[config.mk]
export PLATFORM = sky130hd
export DESIGN_NAME = ctb_top
export DESIGN_NICKNAME = d
export VERILOG_FILES = /design/src/rtl/ctb_pkg.sv /design/src/rtl/ctb_pulse_div.sv /design/src/rtl/ctb_edge_sync.sv /design/src/rtl/ctb_mode_reg.sv /design/src/rtl/ctb_top.sv
export SDC_FILE = /design/constraint.sdc
export NUM_CORES = 1
export LEC_CHECK = 0
export CAP_MARGIN = 20
export CORE_MARGIN = 2
export CORE_UTILIZATION = 50
export CTS_BUF_LIST = sky130_fd_sc_hd__clkbuf_16
export DETAILED_ROUTE_END_ITERATION = 10
export PLACE_DENSITY = 0.87
export REMOVE_ABC_BUFFERS = 1
export SETUP_SLACK_MARGIN = 0.2
export SLEW_MARGIN = 20
export SYNTH_ARGS = -nofsm -noshare
export SYNTH_HDL_FRONTEND = slang
export SYNTH_SLANG_ARGS = --single-unit
[constraint.sdc]
create_clock -name clk -period 4.4 [get_ports clk]
set_clock_uncertainty 0.15 [all_clocks]
set_input_delay 0.88 -clock clk [delete_from_list [all_inputs] [get_ports clk]]
set_output_delay 0.88 -clock clk [all_outputs]
set_load 0.01 [all_outputs]
[src/rtl/ctb_pkg.sv]
package ctb_pkg;

  typedef enum logic [2:0] {
    SRC_DIV12   = 3'b000,
    SRC_DIV4    = 3'b001,
    SRC_TMR0    = 3'b010,
    SRC_EXTFALL = 3'b011,
    SRC_SYSCLK  = 3'b100,
    SRC_EXTDIV8 = 3'b101,
    SRC_TMR4    = 3'b110,
    SRC_TMR5    = 3'b111
  } ctb_src_e;

  typedef struct packed {
    logic     idle_susp;  // bit 7
    logic     wd_en;      // bit 6
    logic     wd_lock;    // bit 5
    logic     rsvd;       // bit 4
    ctb_src_e src;        // bits 3:1
    logic     ovf_ie;     // bit 0
  } ctb_mode_t;

  localparam ctb_mode_t MODE_RST = '{idle_susp: 1'b0, wd_en: 1'b1, wd_lock: 1'b0,
                                     rsvd: 1'b0, src: SRC_DIV12, ovf_ie: 1'b0};

endpackage

[src/rtl/ctb_pulse_div.sv]
module ctb_pulse_div #(
  parameter int unsigned DIV = 4
) (
  input  logic clk,
  input  logic rst_n,
  input  logic step_i,
  output logic pulse_o
);
  localparam int unsigned CW = (DIV > 1) ? $clog2(DIV) : 1;
  localparam logic [CW-1:0] LAST = CW'(DIV - 1);

  logic [CW-1:0] cnt_q, cnt_d;
  logic          at_last;

  assign at_last = (cnt_q == LAST);
  assign pulse_o = step_i & at_last;

  always_comb begin
    cnt_d = cnt_q;
    if (step_i) begin
      cnt_d = at_last ? '0 : cnt_q + 1'b1;
    end
  end

  always_ff @(posedge clk or negedge rst_n) begin
    if (!rst_n) begin
      cnt_q <= '0;
    end else if (step_i) begin
      cnt_q <= cnt_d;
    end
  end

  generate
    if (DIV > 1) begin : g_spacing
      AST_PULSE_SPACED: assert property (@(posedge clk) disable iff (!rst_n)
        pulse_o |=> !pulse_o);
    end
  endgenerate

endmodule

[src/rtl/ctb_edge_sync.sv]
module ctb_edge_sync #(
  parameter int unsigned STAGES  = 2,
  parameter bit          FALLING = 1'b1
) (
  input  logic clk,
  input  logic rst_n,
  input  logic async_i,
  output logic edge_o
);
  logic [STAGES-1:0] sync_q;
  logic              last_q;
  logic              level;

  assign level = sync_q[STAGES-1];

  always_ff @(posedge clk or negedge rst_n) begin
    if (!rst_n) begin
      sync_q <= '0;
      last_q <= 1'b0;
    end else begin
      sync_q <= {sync_q[STAGES-2:0], async_i};
      last_q <= level;
    end
  end

  generate
    if (FALLING) begin : g_fall
      assign edge_o = last_q & ~level;
    end else begin : g_rise
      assign edge_o = ~last_q & level;
    end
  endgenerate

  AST_EDGE_SINGLE: assert property (@(posedge clk) disable iff (!rst_n)
    edge_o |=> !edge_o);

endmodule

[src/rtl/ctb_mode_reg.sv]
module ctb_mode_reg
  import ctb_pkg::*;
(
  input  logic       clk,
  input  logic       rst_n,
  input  logic       wr_en,
  input  logic [7:0] wr_data,
  output ctb_mode_t  mode_o
);
  ctb_mode_t mode_q, mode_d, wr_val;

  assign wr_val = ctb_mode_t'(wr_data);
  assign mode_o = mode_q;

  always_comb begin
    mode_d = mode_q;
    if (wr_en) begin
      if (mode_q.wd_en) begin
        // protected: only the enable may drop, and only while unlocked
        if (!mode_q.wd_lock) begin
          mode_d.wd_en = wr_val.wd_en;
        end
      end else begin
        mode_d         = wr_val;
        mode_d.rsvd    = 1'b0;
        mode_d.wd_lock = mode_q.wd_lock | wr_val.wd_lock;
      end
    end
  end

  always_ff @(posedge clk or negedge rst_n) begin
    if (!rst_n) begin
      mode_q <= MODE_RST;
    end else if (wr_en) begin
      mode_q <= mode_d;
    end
  end

  AST_LOCK_STICKY: assert property (@(posedge clk) disable iff (!rst_n)
    mode_q.wd_lock |=> mode_q.wd_lock);
  AST_LOCK_HOLDS_WDEN: assert property (@(posedge clk) disable iff (!rst_n)
    (mode_q.wd_lock && mode_q.wd_en) |=> mode_q.wd_en);
  AST_WRITE_PROTECT: assert property (@(posedge clk) disable iff (!rst_n)
    mode_q.wd_en |=> ($stable(mode_q.idle_susp) && $stable(mode_q.src)
                      && $stable(mode_q.ovf_ie) && $stable(mode_q.wd_lock)));
  AST_RSVD_LOW: assert property (@(posedge clk) disable iff (!rst_n)
    wr_en |=> !mode_q.rsvd);

endmodule

[src/rtl/ctb_top.sv]
module ctb_top
  import ctb_pkg::*;
#(
  parameter int unsigned CNT_W       = 16,
  parameter int unsigned SLOW_DIV    = 12,
  parameter int unsigned FAST_DIV    = 4,
  parameter int unsigned EXT_DIV     = 8,
  parameter int unsigned SYNC_STAGES = 2
) (
  input  logic             clk,
  input  logic             rst_n,
  input  logic             wr_en,
  input  logic [7:0]       wr_data,
  output logic [7:0]       mode_q,
  input  logic             cpu_idle,
  input  logic             ext_cnt_in,
  input  logic             ext_clk_in,
  input  logic             tmr0_ovf,
  input  logic             tmr4_ovf,
  input  logic             tmr5_ovf,
  input  logic             ovf_clr,
  output logic [CNT_W-1:0] count_q,
  output logic             ovf_flag,
  output logic             irq
);
  localparam logic [CNT_W-1:0] CNT_MAX = '1;

  ctb_mode_t        mode;
  logic             slow_tick, fast_tick, ext_fall, extclk_rise, extclk_tick;
  logic             src_tick, suspend, cnt_en, wrap;
  logic [CNT_W-1:0] cnt_q, cnt_d;
  logic             flag_q, flag_d;

  ctb_mode_reg u_mode (
    .clk     (clk),
    .rst_n   (rst_n),
    .wr_en   (wr_en),
    .wr_data (wr_data),
    .mode_o  (mode)
  );

  ctb_pulse_div #(.DIV(SLOW_DIV)) u_div_slow (
    .clk(clk), .rst_n(rst_n), .step_i(1'b1), .pulse_o(slow_tick)
  );

  ctb_pulse_div #(.DIV(FAST_DIV)) u_div_fast (
    .clk(clk), .rst_n(rst_n), .step_i(1'b1), .pulse_o(fast_tick)
  );

  ctb_edge_sync #(.STAGES(SYNC_STAGES), .FALLING(1'b1)) u_sync_cnt (
    .clk(clk), .rst_n(rst_n), .async_i(ext_cnt_in), .edge_o(ext_fall)
  );

  ctb_edge_sync #(.STAGES(SYNC_STAGES), .FALLING(1'b0)) u_sync_clk (
    .clk(clk), .rst_n(rst_n), .async_i(ext_clk_in), .edge_o(extclk_rise)
  );

  ctb_pulse_div #(.DIV(EXT_DIV)) u_div_ext (
    .clk(clk), .rst_n(rst_n), .step_i(extclk_rise), .pulse_o(extclk_tick)
  );

  always_comb begin
    unique case (mode.src)
      SRC_DIV12:   src_tick = slow_tick;
      SRC_DIV4:    src_tick = fast_tick;
      SRC_TMR0:    src_tick = tmr0_ovf;
      SRC_EXTFALL: src_tick = ext_fall;
      SRC_SYSCLK:  src_tick = 1'b1;
      SRC_EXTDIV8: src_tick = extclk_tick;
      SRC_TMR4:    src_tick = tmr4_ovf;
      SRC_TMR5:    src_tick = tmr5_ovf;
      default:     src_tick = 1'b0;
    endcase
  end

  assign suspend = mode.idle_susp & cpu_idle;
  assign cnt_en  = src_tick & ~suspend;
  assign wrap    = cnt_en & (cnt_q == CNT_MAX);

  always_comb begin
    cnt_d  = cnt_q + 1'b1;
    flag_d = flag_q;
    if (ovf_clr) flag_d = 1'b0;
    if (wrap)    flag_d = 1'b1;
  end

  always_ff @(posedge clk or negedge rst_n) begin
    if (!rst_n) begin
      cnt_q <= '0;
    end else if (cnt_en) begin
      cnt_q <= cnt_d;
    end
  end

  always_ff @(posedge clk or negedge rst_n) begin
    if (!rst_n) begin
      flag_q <= 1'b0;
    end else if (wrap || ovf_clr) begin
      flag_q <= flag_d;
    end
  end

  assign mode_q   = mode;
  assign count_q  = cnt_q;
  assign ovf_flag = flag_q;
  assign irq      = flag_q & mode.ovf_ie;

  AST_CNT_STEP: assert property (@(posedge clk) disable iff (!rst_n)
    !$stable(cnt_q) |-> (cnt_q == $past(cnt_q) + 1'b1));
  AST_IDLE_FREEZE: assert property (@(posedge clk) disable iff (!rst_n)
    suspend |=> $stable(cnt_q));
  AST_WRAP_SETS_FLAG: assert property (@(posedge clk) disable iff (!rst_n)
    ((cnt_q == CNT_MAX) && cnt_en) |=> (flag_q && cnt_q == '0));
  AST_IRQ_NEEDS_FLAG: assert property (@(posedge clk) disable iff (!rst_n)
    irq |-> flag_q);

endmodule

==> flow_summary.ini, run 1 <==
[yosys]
netlist_area_um2 = 1710
synth_top_area_cell = dfrtp_1
synth_area_leaders = dfrtp_1 (56%), xnor2_1 (5.6%), mux2_2 (4.6%)
seq_area_frac_synth = 0.573
synth_ff_type = dfrtp_1
synth_edf_count = 0
ys_ff_latch = 39
synth_top_area_frac = 0.557
avgSynthCellArea_um2 = 12.6
synth_cells = 135
async_flop_share = 1.00
synth-warning-count = 0
ys_types = 36

[cells_and_area]
layout.area.seq_um2 = 977
diodes = 0
multi_input_area_um2 = 698
syn2layout_area_growth_pct = 33.7
drive_gt1_frac = 0.106
fin_nets = 202
design_area_um2 = 2280
fillers = 253

[global_routing]
antenna_found_initial = 0
grt_pass1_wl_mm = 6.09
grt_pass1_vias = 1259
grtUsageTotal = 0.205
gr-total-overflow = 0
grt_max_degree = 40

[timing]
period_share = 0.576
rsz0062_at_grt = false
final_max_slew_viol_count = 0
hold_viol = 0
slew-limit-headroom = 0.445
hold_slack_ns = 0.200
fin_tns_setup_ns = 0
clock.fmax_mhz = 394
setup_violations = 0
tightest_slew_ns = 0.832
post-route-min-period_ns = 2.54

[worst_setup_path]
crit_chain = clkdlybuf4s50_1, a21bo_2, a221oi_4, a21oi_2, nor3b_2, xor2_1
startpoint_type = input port
cpPeakStageDelay_ns = 0.47
path_class = input port to flip-flop
endpoint_kind = flip-flop
cp.arrival_ns = 2.58
cp_max_fo = 12
required_ns = 4.45
cp_slowest_cell = a221oi_4

[detailed_routing]
vias_per_cell = 5.27
first_iter_violations = 104
drt-pass1-iter-count = 4
finalWirelength_mm = 3.44
wl_per_cell_um = 15.2
drc_errors = 0
num_vias = 1191
ant_nets = 0

[placed_design]
numPortBuffers = 41
hpwlAfterDp_mm = 2.34
globalplace.congestion = 0.715
place_area_um2 = 2150

[flow_run]
max-cap-violations = 0

[power_and_ir_drop]
vdd_ir_drop_max_mv = 0.476
p_leak_nw = 0.962
p_per_area_nw_per_um2 = 538
power_mw = 1.23

[floorplanning]
rows = 21
die_area_um2 = 3900
floorplan.io_pins = 44
die_h_um = 62.4
core_um2 = 3310
start_util = 0.515
die_w_um = 62.4

[clocking]
clock_sinks = 39
hold_buffers = 0
numCtsBuffers = 5
htreeDepth = 2
worstSkewPairLatency_ns = 0.28
clk_pin_slew_ns = 0.05
post_cts_resize_count = 0
cts_tree = yes
cts_buffer_depth = 2
clock_tree.root_cell = clkbuf_16
cts_setup_buffers = 0

[outcome]
status = complete, no violations

[hold_path]
hp-class = flip-flop to flip-flop
==> cells in the final DEF, fill, tap and decap left out, types with 2 or more instances in the layout <==
cell type,count
nand3_1,4
o2111ai_1,4
nand3b_1,2
nor3b_2,2
xnor2_1,11
nand2_1,4
and3_1,3
inv_1,3
dfrtp_1,38
clkbuf_16,5
clkdlybuf4s50_1,40
o211ai_1,5
o21ai_0,5
a21o_1,3
and2_1,2
nand2b_1,6
ha_1,5
xor2_1,5
mux2_2,7
a31oi_1,2
nor2_1,5
nor3_1,2
nor2b_1,2
clkinv_1,2
==> cell usage after synthesis (all sizes together) (2+ instances only) <==
library cell,instances
dfrtp,38
xor2,5
o21ai,6
ha,5
nand3b,2
nor3,2
and3,3
nand2b,6
a31oi,2
mux2,7
a21o,3
buf,3
nand3,4
nand2,4
xnor2,11
a21oi,2
nor2,5
and2,2
o211ai,5
o2111ai,4
nor2b,2
inv,2
nor3b,2
==> final timing paths <==
| check | start | endpoint | slack, ns | cells after the start |
|---|---|---|---|---|
| worst max-delay path | cpu_idle | count_q[6]$_DFFE_PN0P_ | 1.86 | 6 |
| worst min-delay path | u_sync_clk.sync_q[0]$_DFF_PN0_ | u_sync_clk.sync_q[1]$_DFF_PN0_ | 0.20 | 0 |
| worst max register to register | u_div_ext.cnt_q[0]$_DFFE_PN0N_ | count_q[6]$_DFFE_PN0P_ | 2.13 | 7 |
| worst min register to register | u_sync_clk.sync_q[0]$_DFF_PN0_ | u_sync_clk.sync_q[1]$_DFF_PN0_ | 0.20 | 0 |
| max in group asynchronous | rst_n | u_div_slow.cnt_q[2]$_DFF_PN0_ | 3.02 | 1 |
| min in group asynchronous | rst_n | u_sync_clk.last_q$_DFF_PN0_ | 0.55 | 1 |
==> report_power, final <==
part | internal [mW] | switching (mW) | total (mW)
Clock | 0.204 | 0.129 | 0.333
Combinational | 0.211 | 0.171 | 0.382
Sequential | 0.431 | 0.0835 | 0.514
==> registers in the layout (all words and copies together) (netlist names) <==
name               cells
u_div_slow.cnt_q       4
u_mode.mode_o          7
u_sync_cnt.sync_q      2
u_sync_clk.last_q      1
u_sync_cnt.last_q      1
u_sync_clk.sync_q      2
ovf_flag               1
u_div_fast.cnt_q       2
count_q               16
u_div_ext.cnt_q        3
==> per-layer routing <==
metal,share of wire,vias to the layer above,GRT usage,routed length (µm)
met5,0,-,0,0
met4,0.011,0,0.0750,38
met3,0.051,5,0.0703,177
met2,0.50,38,0.343,1720
met1,0.44,580,0.247,1500
li1,-,568,-,-
==> metrics by stage <==
stage / util / std cells / setup WS (ns)
after floorplan: - / 131 / 2.26
after global placement: 0.648 / 218 / 1.66
after detailed placement: 0.648 / 218 / 1.59
after CTS: 0.689 / 226 / 1.87
after global routing: 0.689 / 226 / 1.73
final: 0.689 / 226 / 1.86
==> critical path: cells and delay by family <==
kind	cells	cell delay [ns]
xor gates and xnor gates	1	0.17
and+or+nand+nor	1	0.23
buffers and inverters	1	0.43
AOI/OAI and AO/OA	3	0.87
==> cell families (layout without fill, tap and decap cells) <==
logic type | after synthesis | count (layout) | synth area share
compound gates | 26 | 26 | 0.119
xor+xnor | 16 | 16 | 0.0821
fa+ha+maj | 5 | 5 | 0.0367
buf+inv | 6 | 51 | 0.0183
flops | 39 | 39 | 0.573
mux | 8 | 8 | 0.0521
other cells | 1 | 1 | 0.00220
simple gates | 34 | 34 | 0.117
==> cell type report <==
class                   count  area share
clock buffers               5      0.0548
clock inverters             3     0.00493
inverters                   2     0.00329
multi-input cells          90       0.306
flip-flops and latches     39       0.428
well taps                  46      0.0252
repair buffers             41       0.178
Note: power is estimated with default switching activity, not from simulation.
==> run 2: changes to the inputs <==
Settings changed: CORE_UTILIZATION 50 to 43, PLACE_DENSITY 0.87 to 0.8.
Clock period 4.4 ns to 2.2 ns, I/O delays scaled along.
==> flow_summary.ini, run 2 (synthesis gave the netlist of run 1 again) <==
[outcome]
status = complete, no violations

[cells_and_area]
final_common_cell = clkdlybuf4s50_1
largest_reg_flops = 16
diodes = 0
final_cell_mix = clkdlybuf4s50_1 (40), dfrtp_1 (37), xnor2_1 (11), mux2_2 (7), nand2b_1 (6)
design_area_um2 = 2410
syn2layout_area_growth_pct = 41.1
multi_input_area_um2 = 738
fillers = 298
fin_nets = 207
fin_util = 0.643
layout.area.seq_um2 = 978
fin_cells = 233
drive_gt1_frac = 0.173

[clocking]
numCtsBuffers = 5
hold_buffers = 0
htreeDepth = 2
cts_tree = yes
cts_buffer_depth = 2
worstSkewPairLatency_ns = 0.28
clk_pin_slew_ns = 0.06
clock_tree.root_cell = clkbuf_16
clock_sinks = 39

[power_and_ir_drop]
p_per_area_nw_per_um2 = 1140
vdd_ir_drop_max_mv = 0.611
clkPwrFrac = 0.289
sequentialPowerShare = 0.378
swShare = 0.303
p_int_mw = 1.91
comb_power_share = 0.333
p_leak_nw = 1.00
power.switching_uw = 829
power_mw = 2.74

[floorplanning]
die_h_um = 67
start_util = 0.456
rows = 22
floorplan.io_pins = 44
die_area_um2 = 4490
die_w_um = 67
core_um2 = 3740

[timing]
fin_tns_setup_ns = 0
hold_viol = 0
rsz0062_at_grt = true
setup_violations = 0
clock.fmax_mhz = 500
post-route-min-period_ns = 2.00
fin_ws_ns = 0.201
slew-limit-headroom = 0.450
hold_slack_ns = 0.108
final_max_slew_viol_count = 0
period_share = 0.909
tightest_slew_ns = 0.825

[detailed_routing]
num_vias = 1227
ant_nets = 0
wl_per_cell_um = 15.4
drc_errors = 0
vias_per_cell = 5.27
first_iter_violations = 47
finalWirelength_mm = 3.60
drt-pass1-iter-count = 4

[worst_setup_path]
cpPeakStageDelay_ns = 0.42
endpoint_kind = flip-flop
path_class = flip-flop to flip-flop
startpoint_type = flip-flop
crit_chain = ha_2, ha_4, nand3b_1, a221oi_4, buf_6, o2111ai_1, xnor2_1
required_ns = 2.21
path_depth = 7
path_delay_family = compound AO/OA/AOI/OAI gates
cp_max_fo = 6
cp.arrival_ns = 2.01
reg2regPathDepth = 7
cp.buffers_inverters = 1
cp_slowest_cell = a221oi_4

[placed_design]
hpwlAfterDp_mm = 2.53
dp_cells = 222
preCtsSetupSlack_ns = 0.0134
numPortBuffers = 41
globalplace.congestion = 0.750
place_area_um2 = 2180

[global_routing]
grt_pass1_wl_mm = 5.93
gr-total-overflow = 0
grt_max_degree = 40
grt_pass1_vias = 1294
antenna_found_initial = 0
grtUsageTotal = 0.181

[flow_run]
max-cap-violations = 0

[hold_path]
hp-class = input port to async pin
## run 2: path summary, 6_finish.rpt
path                       slack (ns)                           start                              to
setup / recovery                 0.20  u_div_ext.cnt_q[0]$_DFFE_PN0N_         count_q[14]$_DFFE_PN0P_
hold / removal                   0.11                           rst_n     u_sync_cnt.last_q$_DFF_PN0_
setup reg to reg                 0.20  u_div_ext.cnt_q[0]$_DFFE_PN0N_         count_q[14]$_DFFE_PN0P_
hold reg to reg                  0.20  u_sync_clk.sync_q[0]$_DFF_PN0_  u_sync_clk.sync_q[1]$_DFF_PN0_
max in group asynchronous        1.23                           rst_n    u_mode.mode_o[2]$_DFFE_PN0P_
min in group clk                 0.20  u_sync_clk.sync_q[0]$_DFF_PN0_  u_sync_clk.sync_q[1]$_DFF_PN0_
## run 2: per-layer routing
layer  vias up  part of all wire  GRT usage
li1        579                 -          -
met1       617              0.38      0.198
met2        24              0.57      0.332
met3         7             0.034     0.0524
met4         0             0.016     0.0612
met5         -                 0          0
## run 2: cell type report
class                   instances  share of cell area
repair buffers                 46               0.191
flip-flops and latches         39               0.406
multi-input cells              90               0.307
clock buffers                   5              0.0520
inverters                       2             0.00312
clock inverters                 3              0.0161
well taps                      48              0.0249
## run 2: power by group through the flow
stage,sequential (mW),clock (mW),combinational [mW]
after floorplan,1.05,0,0.382
after global placement,1.02,0,0.783
after detailed placement,1.03,0,0.821
after CTS,1.03,0.809,0.837
after global routing,1.06,0.848,0.985
final,1.03,0.792,0.911
## run 2: repair_timing
action,4_1_cts,5_1_grt
setup buffers,0,2
setup endpoints to repair,6,16
cloned,0,1
resized for setup,1,9
pin swaps,1,4
hold endpoints to repair,0,0
==> run 3: changes to the inputs <==
Settings changed: ABC_AREA set to 1, CORE_UTILIZATION 43 to 45, CTS_CLUSTER_SIZE set to 16, MAX_ROUTING_LAYER set to met4.
==> flow_summary.ini, run 3 <==
[cells_and_area]
final_cell_mix = nand2_1 (82), clkdlybuf4s50_1 (40), dfrtp_1 (38), nand3_1 (30), inv_1 (22)
final_common_cell = nand2_1
largest_reg_flops = 16
fin_util = 0.608
drive_gt1_frac = 0.0956
diodes = 0
fin_nets = 315
syn2layout_area_growth_pct = 31.9

[yosys]
ys_ff_latch = 39
synth_area_leaders = dfrtp_1 (48%), nand2_1 (15%), nand3_1 (7.5%)
synth_ff_type = dfrtp_1
synth_cells = 244
async_flop_share = 1.00
synth_commonest_cells = nand2_1 (82), dfrtp_1 (38), nand3_1 (30)
ys_types = 27
synth-warning-count = 0
synth_top_area_cell = dfrtp_1
synth.most_common_cell = nand2_1
synth_edf_count = 0
netlist_area_um2 = 1990
seq_area_frac_synth = 0.490
avgSynthCellArea_um2 = 8.17
synth_top_area_frac = 0.477

[hold_path]
hp-class = input port to async pin

[global_routing]
grtUsageTotal = 0.178
antenna_found_initial = 0
grt_pass1_wl_mm = 6.96
gr-total-overflow = 0
grt_pass1_vias = 1588
grt_max_degree = 40

[worst_setup_path]
cp.arrival_ns = 1.34
path_delay_family = buffers and inverters
worst-r2r-setup-slack_ns = 0.40
reg2regPathDepth = 9
path_class = flip-flop to output pin
crit_chain = clkdlybuf4s50_1
cp_slowest_cell = clkdlybuf4s50_1
startpoint_type = flip-flop
endpoint_kind = output pin
worst_r2r_startpoint = u_div_ext.cnt_q[0]$_DFFE_PN0N_
cp.buffers_inverters = 1
r2r_end = count_q[3]$_DFFE_PN0P_
required_ns = 1.61
cpPeakStageDelay_ns = 0.59
cp_max_fo = 7

[floorplanning]
die_h_um = 70.6
floorplan.io_pins = 44
die_w_um = 70.6
die_area_um2 = 4980
start_util = 0.461
rows = 24
core_um2 = 4320

[clocking]
cts_buffer_depth = 2
clk_pin_slew_ns = 0.06
cts_tree = yes
clock_tree.root_cell = clkbuf_16
clock_sinks = 39
worstSkewPairLatency_ns = 0.28
htreeDepth = 2
numCtsBuffers = 5

[power_and_ir_drop]
swShare = 0.335
sequentialPowerShare = 0.363
p_per_area_nw_per_um2 = 1020
vdd_ir_drop_max_mv = 0.681
comb_power_share = 0.336
power_mw = 2.68
p_int_mw = 1.78
power.switching_uw = 901
clkPwrFrac = 0.302
p_leak_nw = 1.27

[placed_design]
globalplace.congestion = 0.783
numPortBuffers = 41
hpwlAfterDp_mm = 2.90

[detailed_routing]
finalWirelength_mm = 4.09
first_iter_violations = 129
wl_per_cell_um = 11.8
num_vias = 1681
ant_nets = 0
drc_errors = 0
vias_per_cell = 4.87
drt-pass1-iter-count = 4

[flow_run]
max-cap-violations = 0

[timing]
post-route-min-period_ns = 1.93
hold_viol = 0
rsz0062_at_grt = false
clock.fmax_mhz = 517
period_share = 0.879
final_max_slew_viol_count = 0
fin_tns_setup_ns = 0
setup_violations = 0

[outcome]
status = complete, no violations
-- run 3: how the worst max path moves through the flow --
stage	startpoint	end	slack, ns	depth (start not counted)
final	count_q[2]$_DFFE_PN0P_	count_q[2]	0.27	1
after global routing	count_q[3]$_DFFE_PN0P_	count_q[3]	0.22	1
after CTS	u_mode.mode_o[6]$_DFFE_PN1P_	mode_q[6]	0.26	1
after detailed placement	tmr5_ovf	count_q[4]$_DFFE_PN0P_	0.20	8
after global placement	tmr5_ovf	count_q[15]$_DFFE_PN0P_	0.22	8
after floorplan	u_div_ext.cnt_q[0]$_DFFE_PN0N_	count_q[15]$_DFFE_PN0P_	0.48	9
-- run 3: cell type report --
type                       count  area (µm²)
fill                         399        1700
sequential                    39         977
multi-input combinational    176         885
timing repair buffer          46         443
clock buffer                   5         125
inverter                      24        90.1
tap                           52        65.1
clock inverter                 3        43.8
-- run 3: metrics by stage --
stage / std cells / instance area [µm²] / hold slack, ns / worst slack, ns
CTS: 343 / 2610 / 0.0794 / 0.255
floorplan: 239 / 1950 / -0.00559 / 0.479
global route: 345 / 2630 / 0.110 / 0.217
global placement: 335 / 2440 / 0.185 / 0.220
finish: 345 / 2630 / 0.0590 / 0.267
detailed placement: 335 / 2440 / 0.187 / 0.201
-- run 3: routing by layer --
metal / track usage / vias to the layer above / share of wire
li1: - / 878 / -
met1: 0.233 / 762 / 0.46
met2: 0.282 / 37 / 0.48
met3: 0.0342 / 4 / 0.054
met4: 0.0566 / 0 / 0.0078
met5: - / - / 0
-- run 3: what timing repair did --
action	4_1_cts	5_1_grt
setup endpoints to repair	0	4
buffers inserted	0	2
gates resized for setup	0	0
hold buffers	0	0
-- run 3: power by group through the flow --
stage	logic, mW	registers [mW]	clock network (mW)
final	0.901	0.974	0.809
after global routing	0.988	0.995	0.869
after CTS	0.873	0.974	0.833
after detailed placement	0.870	0.985	0
after global placement	0.848	0.983	0
after floorplan	0.461	1.00	0
-- run 3: cells by family (layout without fill, tap and decap cells) --
group	after synthesis	in the layout	synth area share
buffers and inverters	29	78	0.0659
adders and majority gates	5	5	0.0314
and+or+nand+nor	147	147	0.322
other	1	1	0.00188
muxes	3	3	0.0169
AOI/OAI and AO/OA	13	13	0.0408
xor gates and xnor gates	7	7	0.0308
DFF	39	39	0.490
